[config.mk]
export PLATFORM = sky130hd
export DESIGN_NAME = tw_spi_master
export DESIGN_NICKNAME = d
export VERILOG_FILES = /design/src/rtl/tw_spi_pkg.sv /design/src/rtl/tw_spi_halftimer.sv /design/src/rtl/tw_spi_shreg.sv /design/src/rtl/tw_spi_seq.sv /design/src/rtl/tw_spi_master.sv
export SDC_FILE = /design/constraint.sdc
export NUM_CORES = 1
export LEC_CHECK = 0
export ABC_AREA = 1
export CAP_MARGIN = 40
export CORE_MARGIN = 4
export CORE_UTILIZATION = 50
export DETAILED_ROUTE_END_ITERATION = 8
export PLACE_DENSITY = 0.76
export SLEW_MARGIN = 20
export SYNTH_ARGS = -nofsm -noshare
export SYNTH_HDL_FRONTEND = slang
export SYNTH_SLANG_ARGS = --single-unit
[constraint.sdc]
create_clock -name clk -period 1.75 [get_ports clk]
set_input_delay 0.175 -clock clk [delete_from_list [all_inputs] [get_ports clk]]
set_output_delay 0.175 -clock clk [all_outputs]
set_load 0.02 [all_outputs]
[src/rtl/tw_spi_pkg.sv]
// Package: shared types and helpers for the three-wire SPI master.
// Assumes: half periods of a word are numbered from 0.
package tw_spi_pkg;

    // One host command, captured when a transfer is accepted.
    typedef struct packed {
        logic rd;       // 1 = read word
        logic last;     // word closes the frame
        logic rd_next;  // a read follows this write
        logic ph;       // clock phase (mode bit 0)
    } tw_cmd_t;

    // Whether half period with the given index parity has SCLK active.
    // Reads and phase-0 writes lead with an idle half; phase-1 writes lead active.
    function automatic logic half_is_active(tw_cmd_t c, logic idx_odd);
        return c.rd ? idx_odd : (idx_odd ^ c.ph);
    endfunction

endpackage

[src/rtl/tw_spi_halftimer.sv]
// Module: half-period timer. Counts HALF_CYC system cycles and pulses
// tick on the last cycle of each half period while run is high.
// Assumes: HALF_CYC >= 1; restart has priority over counting.
module tw_spi_halftimer #(
    parameter int HALF_CYC = 100
) (
    input  logic clk,
    input  logic rst_n,
    input  logic restart,
    input  logic run,
    output logic tick
);
    localparam int CW = (HALF_CYC > 1) ? $clog2(HALF_CYC) : 1;
    localparam logic [CW-1:0] CMAX = CW'(HALF_CYC - 1);

    logic [CW-1:0] cnt_q;

    assign tick = run && (cnt_q == CMAX);

    // Purpose: advance the cycle count within the current half period.
    always_ff @(posedge clk) begin
        if (!rst_n || restart) begin
            cnt_q <= '0;
        end else if (run) begin
            cnt_q <= tick ? '0 : cnt_q + 1'b1;
        end
    end
endmodule

[src/rtl/tw_spi_shreg.sv]
// Module: shift register shared by both directions. Loads a parallel word
// for writes, shifts left with a serial bit on the right for both directions.
// Assumes: W >= 2; load has priority over shift.
module tw_spi_shreg #(
    parameter int W = 8
) (
    input  logic         clk,
    input  logic         rst_n,
    input  logic         load,
    input  logic [W-1:0] load_val,
    input  logic         shift,
    input  logic         ser_in,
    output logic [W-1:0] par_out
);
    logic [W-1:0] sh_q;

    assign par_out = sh_q;

    // Purpose: hold, load or shift the word, MSB leaving first.
    always_ff @(posedge clk) begin
        if (!rst_n) begin
            sh_q <= '0;
        end else if (load) begin
            sh_q <= load_val;
        end else if (shift) begin
            sh_q <= {sh_q[W-2:0], ser_in};
        end
    end
endmodule

[src/rtl/tw_spi_seq.sv]
// Module: transfer sequencer. Walks the half periods of one word, decides the
// clock level of each half, the line direction, the frame (chip select) state,
// and when to shift out or sample in.
// Assumes: tick comes from a timer restarted on accept; commands arrive only
// through start while not busy.
module tw_spi_seq
    import tw_spi_pkg::*;
#(
    parameter int WORD_W = 8
) (
    input  logic    clk,
    input  logic    rst_n,
    input  logic    start,
    input  tw_cmd_t cmd_in,
    input  logic    tick,
    output logic    accept,
    output logic    busy,
    output logic    done,
    output logic    act,
    output logic    drive,
    output logic    frame,
    output logic    shift_en,
    output logic    sample_en,
    output logic    finish_rd
);
    localparam int HALVES_WR = 2 * WORD_W;
    localparam int HALVES_RD = 2 * WORD_W + 1;
    localparam int IW        = $clog2(HALVES_RD + 1);
    localparam logic [IW-1:0] LAST_WR = IW'(HALVES_WR - 1);
    localparam logic [IW-1:0] LAST_RD = IW'(HALVES_RD - 1);

    tw_cmd_t       cmd_q;
    logic [IW-1:0] idx_q;
    logic [IW-1:0] idx_nx;
    logic          busy_q, done_q, act_q, drive_q, frame_q;
    logic          adv, last_half, turn_early;

    assign accept     = start && !busy_q;
    assign adv        = busy_q && tick;
    assign idx_nx     = idx_q + 1'b1;
    assign last_half  = (idx_q == (cmd_q.rd ? LAST_RD : LAST_WR));
    assign turn_early = !cmd_q.rd && cmd_q.ph && cmd_q.rd_next && (idx_nx == LAST_WR);

    // Purpose: write bits move on after each odd half, except the final one.
    assign shift_en  = adv && !cmd_q.rd && idx_q[0] && !last_half;
    // Purpose: read samples before an active half (phase 0) or at its end (phase 1).
    assign sample_en = adv && cmd_q.rd &&
                       ((!cmd_q.ph && !idx_q[0] && !last_half) || (cmd_q.ph && idx_q[0]));
    assign finish_rd = adv && last_half && cmd_q.rd;

    assign busy  = busy_q;
    assign done  = done_q;
    assign act   = act_q;
    assign drive = drive_q;
    assign frame = frame_q;

    // Purpose: step through the half periods of the accepted word.
    always_ff @(posedge clk) begin
        if (!rst_n) begin
            cmd_q   <= '0;
            idx_q   <= '0;
            busy_q  <= 1'b0;
            done_q  <= 1'b0;
            act_q   <= 1'b0;
            drive_q <= 1'b1;
            frame_q <= 1'b0;
        end else begin
            done_q <= 1'b0;
            if (accept) begin
                cmd_q   <= cmd_in;
                idx_q   <= '0;
                busy_q  <= 1'b1;
                frame_q <= 1'b1;
                drive_q <= !cmd_in.rd;
                act_q   <= half_is_active(cmd_in, 1'b0);
            end else if (adv) begin
                if (last_half) begin
                    busy_q <= 1'b0;
                    done_q <= 1'b1;
                    act_q  <= 1'b0;
                    if (cmd_q.last) begin
                        frame_q <= 1'b0;
                        drive_q <= 1'b0;
                    end
                end else begin
                    idx_q <= idx_nx;
                    act_q <= half_is_active(cmd_q, idx_nx[0]);
                    if (turn_early) begin
                        drive_q <= 1'b0;
                    end
                end
            end
        end
    end
endmodule

[src/rtl/tw_spi_master.sv]
// Module: top of the three-wire bidirectional SPI master. Joins the timer,
// sequencer and shift register, maps the clock mode and chip-select level
// onto the pins and presents the inverted read word.
// Assumes: the host holds mode and cs_active steady while busy; the shared
// line is resolved outside from sdio_o / sdio_oe / sdio_i.
module tw_spi_master
    import tw_spi_pkg::*;
#(
    parameter int WORD_W  = 8,
    parameter int CLK_HZ  = 100_000_000,
    parameter int SCLK_HZ = 500_000
) (
    input  logic              clk,
    input  logic              rst_n,
    input  logic              start,
    input  logic              is_read,
    input  logic              last,
    input  logic              read_next,
    input  logic [1:0]        mode,
    input  logic              cs_active,
    input  logic [WORD_W-1:0] wdata,
    output logic              busy,
    output logic              done,
    output logic [WORD_W-1:0] rdata,
    output logic              sclk,
    output logic              cs,
    output logic              dir_local,
    output logic              dir_remote,
    output logic              sdio_o,
    output logic              sdio_oe,
    input  logic              sdio_i
);
    localparam int HALF_CYC_RAW = CLK_HZ / (2 * SCLK_HZ);
    localparam int HALF_CYC     = (HALF_CYC_RAW < 1) ? 1 : HALF_CYC_RAW;

    tw_cmd_t           cmd_in;
    logic              accept, tick, act, drive, frame;
    logic              shift_en, sample_en, finish_rd;
    logic [1:0]        mode_q;
    logic              csp_q;
    logic [WORD_W-1:0] sh_word;
    logic [WORD_W-1:0] rdata_q;

    assign cmd_in = '{rd: is_read, last: last, rd_next: read_next, ph: mode[0]};

    tw_spi_halftimer #(.HALF_CYC(HALF_CYC)) u_timer (
        .clk     (clk),
        .rst_n   (rst_n),
        .restart (accept),
        .run     (busy),
        .tick    (tick)
    );

    tw_spi_seq #(.WORD_W(WORD_W)) u_seq (
        .clk       (clk),
        .rst_n     (rst_n),
        .start     (start),
        .cmd_in    (cmd_in),
        .tick      (tick),
        .accept    (accept),
        .busy      (busy),
        .done      (done),
        .act       (act),
        .drive     (drive),
        .frame     (frame),
        .shift_en  (shift_en),
        .sample_en (sample_en),
        .finish_rd (finish_rd)
    );

    tw_spi_shreg #(.W(WORD_W)) u_shreg (
        .clk      (clk),
        .rst_n    (rst_n),
        .load     (accept && !is_read),
        .load_val (~wdata),
        .shift    (shift_en || sample_en),
        .ser_in   (sdio_i),
        .par_out  (sh_word)
    );

    // Purpose: track the clock mode while free so the idle level follows it.
    always_ff @(posedge clk) begin
        if (!rst_n || !busy) begin
            mode_q <= mode;
        end
    end

    // Purpose: latch the chip-select level only while no frame is open.
    always_ff @(posedge clk) begin
        if (!rst_n || (!busy && !frame)) begin
            csp_q <= cs_active;
        end
    end

    // Purpose: present the inverted read word when a read completes.
    always_ff @(posedge clk) begin
        if (!rst_n) begin
            rdata_q <= '0;
        end else if (finish_rd) begin
            rdata_q <= ~sh_word;
        end
    end

    assign rdata      = rdata_q;
    assign sclk       = act ? mode_q[1] : ~mode_q[1];
    assign cs         = frame ? csp_q : ~csp_q;
    assign dir_local  = drive;
    assign dir_remote = drive;
    assign sdio_oe    = drive;
    assign sdio_o     = sh_word[WORD_W-1];
endmodule

Word-level counts from Yosys, hierarchy flattened
Cells that the tools add are included.
{"block": "classes", "n_eq_ne": 4, "n_reduce_logical": 42, "bitwise_logic": 8, "muxes": 23, "addsub": 2}
{"cell": "$mux W1", "n": 19}
{"cell": "$logic_and A1 B1 Y1", "n": 18}
{"cell": "$mux W8", "n": 2}
{"cell": "$not A8 Y8", "n": 2}
{"cell": "$logic_not A1 Y1", "n": 8}
{"cell": "$reduce_bool A2 Y1", "n": 4}
{"cell": "$add A7 B1 Y7 const B", "n": 1}
{"cell": "$eq A7 B7 Y1 const B", "n": 1}
{"cell": "$mux W7", "n": 1}
{"cell": "$reduce_and A3 Y1", "n": 2}
{"cell": "$add A5 B1 Y5 const B", "n": 1}
{"cell": "$eq A5 B4 Y1 const B", "n": 1}
{"cell": "$eq A5 B5 Y1", "n": 1}
{"cell": "$logic_or A1 B1 Y1", "n": 5}
{"cell": "$mux W5", "n": 1}
{"cell": "$not A1 Y1", "n": 5}
{"cell": "$reduce_and A2 Y1", "n": 2}
{"cell": "$ne A3 B2 Y1 const B", "n": 1}
{"cell": "$reduce_bool A3 Y1", "n": 1}
{"cell": "$reduce_or A3 Y1", "n": 1}
{"cell": "$reduce_or A2 Y1", "n": 1}
{"cell": "$xor A1 B1 Y1", "n": 1}
{"block": "word_totals", "word_cells": 94, "in_bits": 18, "reg_bits": 40}

Longest topological paths before layout
{"block": "logic_depth", "word_depth": 9, "mapped_depth": 12, "ltp_nobuf": 12}

Cells and area by module
Synthesis repeated with hierarchy kept, for this count alone.
{"block": "hier_totals", "cells_unflattened": 290, "area_unflattened_um2": 2020.7}
{"mod": "tw_spi_seq", "cells_each": 105, "area_each_um2": 758.2, "instances": 1}
{"mod": "tw_spi_master", "cells_each": 62, "area_each_um2": 460.4, "instances": 1}
{"mod": "tw_spi_shreg", "cells_each": 63, "area_each_um2": 411.6, "instances": 1}
{"mod": "tw_spi_halftimer", "cells_each": 60, "area_each_um2": 390.4, "instances": 1}

Worst setup path after synthesis
OpenSTA, ideal clock, no wires.
{"block": "synth_timing", "kind": "reg-to-reg", "startpoint": "reg u_seq.busy_q, in the netlist u_seq.busy", "endpoint": "reg u_shreg.sh_q[7], in the netlist u_shreg.par_out[7]", "slack_ns": 0.288, "stages_incl_launch_ff": 11, "path_buffers": 1, "t_arrival_ns": 1.349, "t_required_ns": 1.637, "path_cell_list": "dfxtp_1 > buf_4 > clkinv_2 > nor2_1 > nand3_1 > nand2_1 > inv_4 > nand2_4 > nand2_1 > nand2_1 > nor2_1"}
{"block": "synth_via", "elab_chain_len": 7, "word_cells_on_any_way": 13}
{"element": "start: declaration", "line": "tw_spi_seq.sv:35", "text": "logic busy_q, done_q, act_q, drive_q, frame_q;"}
{"element": "start signal: assignment", "line": "tw_spi_seq.sv:62", "text": "busy_q <= 1'b0;"}
{"element": "start signal: assignment", "line": "tw_spi_seq.sv:72", "text": "busy_q <= 1'b1;"}
{"element": "start signal: assignment", "line": "tw_spi_seq.sv:78", "text": "busy_q <= 1'b0;"}
{"element": "$logic_and A1 B1 Y1", "line": "tw_spi_halftimer.sv:18", "text": "assign tick = run && (cnt_q == CMAX);"}
{"element": "$logic_and A1 B1 Y1", "line": "tw_spi_seq.sv:39", "text": "assign adv = busy_q && tick;"}
{"element": "$logic_and A1 B1 Y1 (3 in series)", "line": "tw_spi_seq.sv:45", "text": "assign shift_en = adv && !cmd_q.rd && idx_q[0] && !last_half;"}
{"element": "$logic_or A1 B1 Y1", "line": "tw_spi_master.sv:76", "text": ".shift (shift_en || sample_en),"}
{"element": "$reduce_bool A2 Y1 (no source line)"}
{"element": "end signal: assignment", "line": "tw_spi_shreg.sv:24", "text": "sh_q <= load_val;"}
{"element": "end signal: assignment", "line": "tw_spi_shreg.sv:26", "text": "sh_q <= {sh_q[W-2:0], ser_in};"}
{"element": "end: declaration", "line": "tw_spi_shreg.sv:15", "text": "logic [W-1:0] sh_q;"}
Several ways; a longest one is shown, not always the timed one.
A chain may end at the register's enable or synchronous reset.

Worst setup path in the final report
{"block": "layout_timing", "startpoint": "reg u_seq.busy_q, in the netlist u_seq.busy", "endpoint": "out busy"}
{"element": "end: declaration", "line": "tw_spi_master.sv:22", "text": "output logic busy,"}
No word-level cell between the ends.

==> results.py <==
metrics = {
    "status": {
        "outcome": "completed",
    },
    "placed_design": {
        "numPortBuffers": 33,
        "dp_hpwl_mm": 2.88,
        "gp_congestion": 0.808,
    },
    "power_and_ir_drop": {
        "switching_share": 0.267,
        "total_power_mw": 1.81,
        "pwr-share-comb": 0.141,
        "p_clk_frac": 0.329,
        "irDropWorstVdd_mv": 0.443,
        "power_frac_seq": 0.529,
        "power.density_nw_per_um2": 766,
        "switching_power_mw": 0.483,
        "power.leakage_nw": 0.965,
        "intPower_mw": 1.33,
    },
    "synth": {
        "syn_area_per_cell_sq_um": 7.83,
        "syn_area_sq_um": 1890,
        "synth_nets": 264,
        "synth_cells": 241,
        "synth.distinct_cells": 34,
        "yosys.area.top_type": "dfxtp_1",
        "synth-seq-area-share": 0.424,
        "yosysWarnings": 0,
        "yosys.area.top_type_share": 0.392,
        "synth_area_leaders": "dfxtp_1, nand2_1, nor2_1, o21ai_0, a21oi_1",
        "yosys_register_bits": 39,
    },
    "sta": {
        "fin_skew_ns": 0.00420,
        "maxSlewHeadroom": 0.744,
        "min_period_ns": 1.64,
        "final-hold-violation-count": 0,
        "rsz0062_at_grt": "false",
        "slew_viol_final": 0,
        "hold_ws_ns": 0.431,
        "clock.fmax_mhz": 610,
        "final-setup-viol-count": 0,
        "post-route-period-util": 0.936,
        "tns_ns": 0,
        "worst_slew_pin_slew_ns": 0.383,
    },
    "setup_path": {
        "end_kind": "output port",
        "worstPathArrival_ns": 1.46,
        "critical_path_class": "reg2out",
        "worstPathRequired_ns": 1.57,
        "start_kind": "flop",
        "cp_max_fo": 8,
    },
    "routing": {
        "wire_per_inst_um": 11.8,
        "drtAntennaViolNets": 0,
        "via_per_inst": 4.95,
        "drt_iter0_drc": 70,
        "drt-pass1-iter-count": 4,
        "drc": 0,
        "routed_wirelength_mm": 3.84,
        "vias": 1614,
    },
    "clocking": {
        "insertion_delay_ns": 0.29,
        "cts_root_buf": "clkbuf_8",
        "clkTransAtPathRegs_ns": 0.08,
        "numCtsBuffers": 5,
        "postCtsHoldBufs": 0,
        "cts_tree": "built",
        "cts_buffer_depth": 2,
        "cts_setup_buffers": 0,
        "cts_sinks": 39,
        "ctsHtreeMaxLevel": 2,
    },
    "die": {
        "num_rows": 22,
        "die_w_um": 69.5,
        "die_y_um": 69.5,
        "core_area_sq_um": 3660,
        "start_util": 0.516,
        "ios": 34,
        "dieArea_sq_um": 4820,
    },
    "min_path": {
        "hold_path.class": "in2reg",
    },
    "final_layout": {
        "layout-drive-gt1-share": 0.133,
        "diodes": 0,
        "nNetsFinal": 300,
        "areaGrowthSynthToFinish_pct": 25.2,
    },
    "grt": {
        "grt_pass1_wl_mm": 6.72,
        "overflow": 0,
        "grt_usage": 0.172,
        "antenna_found_initial": 0,
        "grt_max_degree": 19,
        "grt_pass1_vias": 1529,
    },
    "job": {
        "drv_cap": 0,
    },
}
[critical path, cell delays in order, from the launching register on]
cell and delay, ns:
dfxtp_1 0.39, buf_4 0.18, clkdlybuf4s50_1 0.61
[path summary, 6_finish.rpt]
path	from	to	slack, ns	cells past startpoint
max	u_seq.busy$_SDFFE_PN0P_	busy	0.11	2
min	cs_active	csp_q$_DFFE_PP_	0.43	1
max reg2reg	u_timer.cnt_q[0]$_SDFFE_PP0P_	u_shreg.par_out[3]$_SDFFE_PN0P_	0.18	10
min reg2reg	u_shreg.par_out[6]$_SDFFE_PN0P_	rdata[6]$_SDFFE_PN0P_	0.46	1
[state kept, by name (all words and copies together) (netlist names)]
signal	cells
mode_q	1
u_seq.cmd_q	4
u_seq.drive	1
u_timer.cnt_q	7
u_seq.act	1
u_shreg.par_out	8
u_seq.done	1
u_seq.frame	1
rdata	8
u_seq.busy	1
u_seq.idx_q	5
csp_q	1
[power groups by stage]
stage | clock (mW) | combinational (mW) | sequential [mW]
6_report | 0.597 | 0.256 | 0.959
5_1_grt | 0.655 | 0.286 | 0.963
4_1_cts | 0.615 | 0.255 | 0.958
3_5_place_dp | 0 | 0.255 | 0.979
3_3_place_gp | 0 | 0.252 | 0.978
2_1_floorplan | 0 | 0.158 | 0.977
[cell type report]
cell class	instances	area [sq um]
inverters	23	92.6
flip-flops and latches	39	803
well taps	48	60.1
multi-input cells	171	951
clock inverters	2	12.5
clock buffers	6	72.6
repair buffers	37	373
fillers	324	1300
[synth_stat cells (all sizes together)]
cell type,n
nand4,1
edfxtp,2
ha,5
nand2,54
o221ai,1
buf,7
and3,2
a21oi,17
xnor2,3
clkbuf,1
nor3b,1
a211oi,4
nand3,13
dfxtp,37
nor3,7
xor2,5
nor2,31
inv,22
nand3b,4
o21ai,21
o21bai,1
a31oi,1
clkinv,1
[stage by stage]
step / instance area, sq um / instances / setup WS [ns] / utilization
after global placement: 2260 / 318 / 0.165 / 0.618
after floorplan: 1890 / 241 / 0.288 / -
final: 2360 / 326 / 0.112 / 0.646
after detailed placement: 2260 / 318 / 0.102 / 0.618
after global routing: 2360 / 326 / 0.0244 / 0.646
after CTS: 2350 / 326 / 0.0945 / 0.641
[metal layers]
layer  track usage  routed length (um)
met2         0.266                1800
met4        0.0911                  87
met1         0.216                1780
met3        0.0493                 182
met5             0                   0
[layout by cell type, fill, tap and decap left out, types with 4 or more instances in the layout]
| cell | count |
|---|---|
| nand2_1 | 45 |
| inv_1 | 18 |
| o21ai_0 | 19 |
| nand3b_1 | 4 |
| nand3_1 | 12 |
| nor2_1 | 28 |
| ha_1 | 4 |
| nand2_2 | 5 |
| clkdlybuf4s50_1 | 33 |
| a21oi_1 | 15 |
| xor2_1 | 5 |
| nor3_1 | 6 |
| dfxtp_1 | 35 |
| clkbuf_8 | 5 |
| a211oi_1 | 4 |
[kinds of logic (layout without fill, tap and decap cells)]
family / count (synthesis) / count (layout) / share of synthesized area
and+or+nand+nor: 113 / 113 / 0.288
adders and majority gates: 5 / 5 / 0.0331
AOI/OAI and AO/OA: 45 / 45 / 0.137
DFF: 39 / 39 / 0.424
xor gates and xnor gates: 8 / 8 / 0.0371
buffers and inverters: 31 / 68 / 0.0808
[timing repair]
action / CTS / global route
hold endpoints to repair: 0 / 0
setup endpoints to repair: 0 / 9
gates resized for setup: 0 / 6
Power figures use the tool's default switching activity.
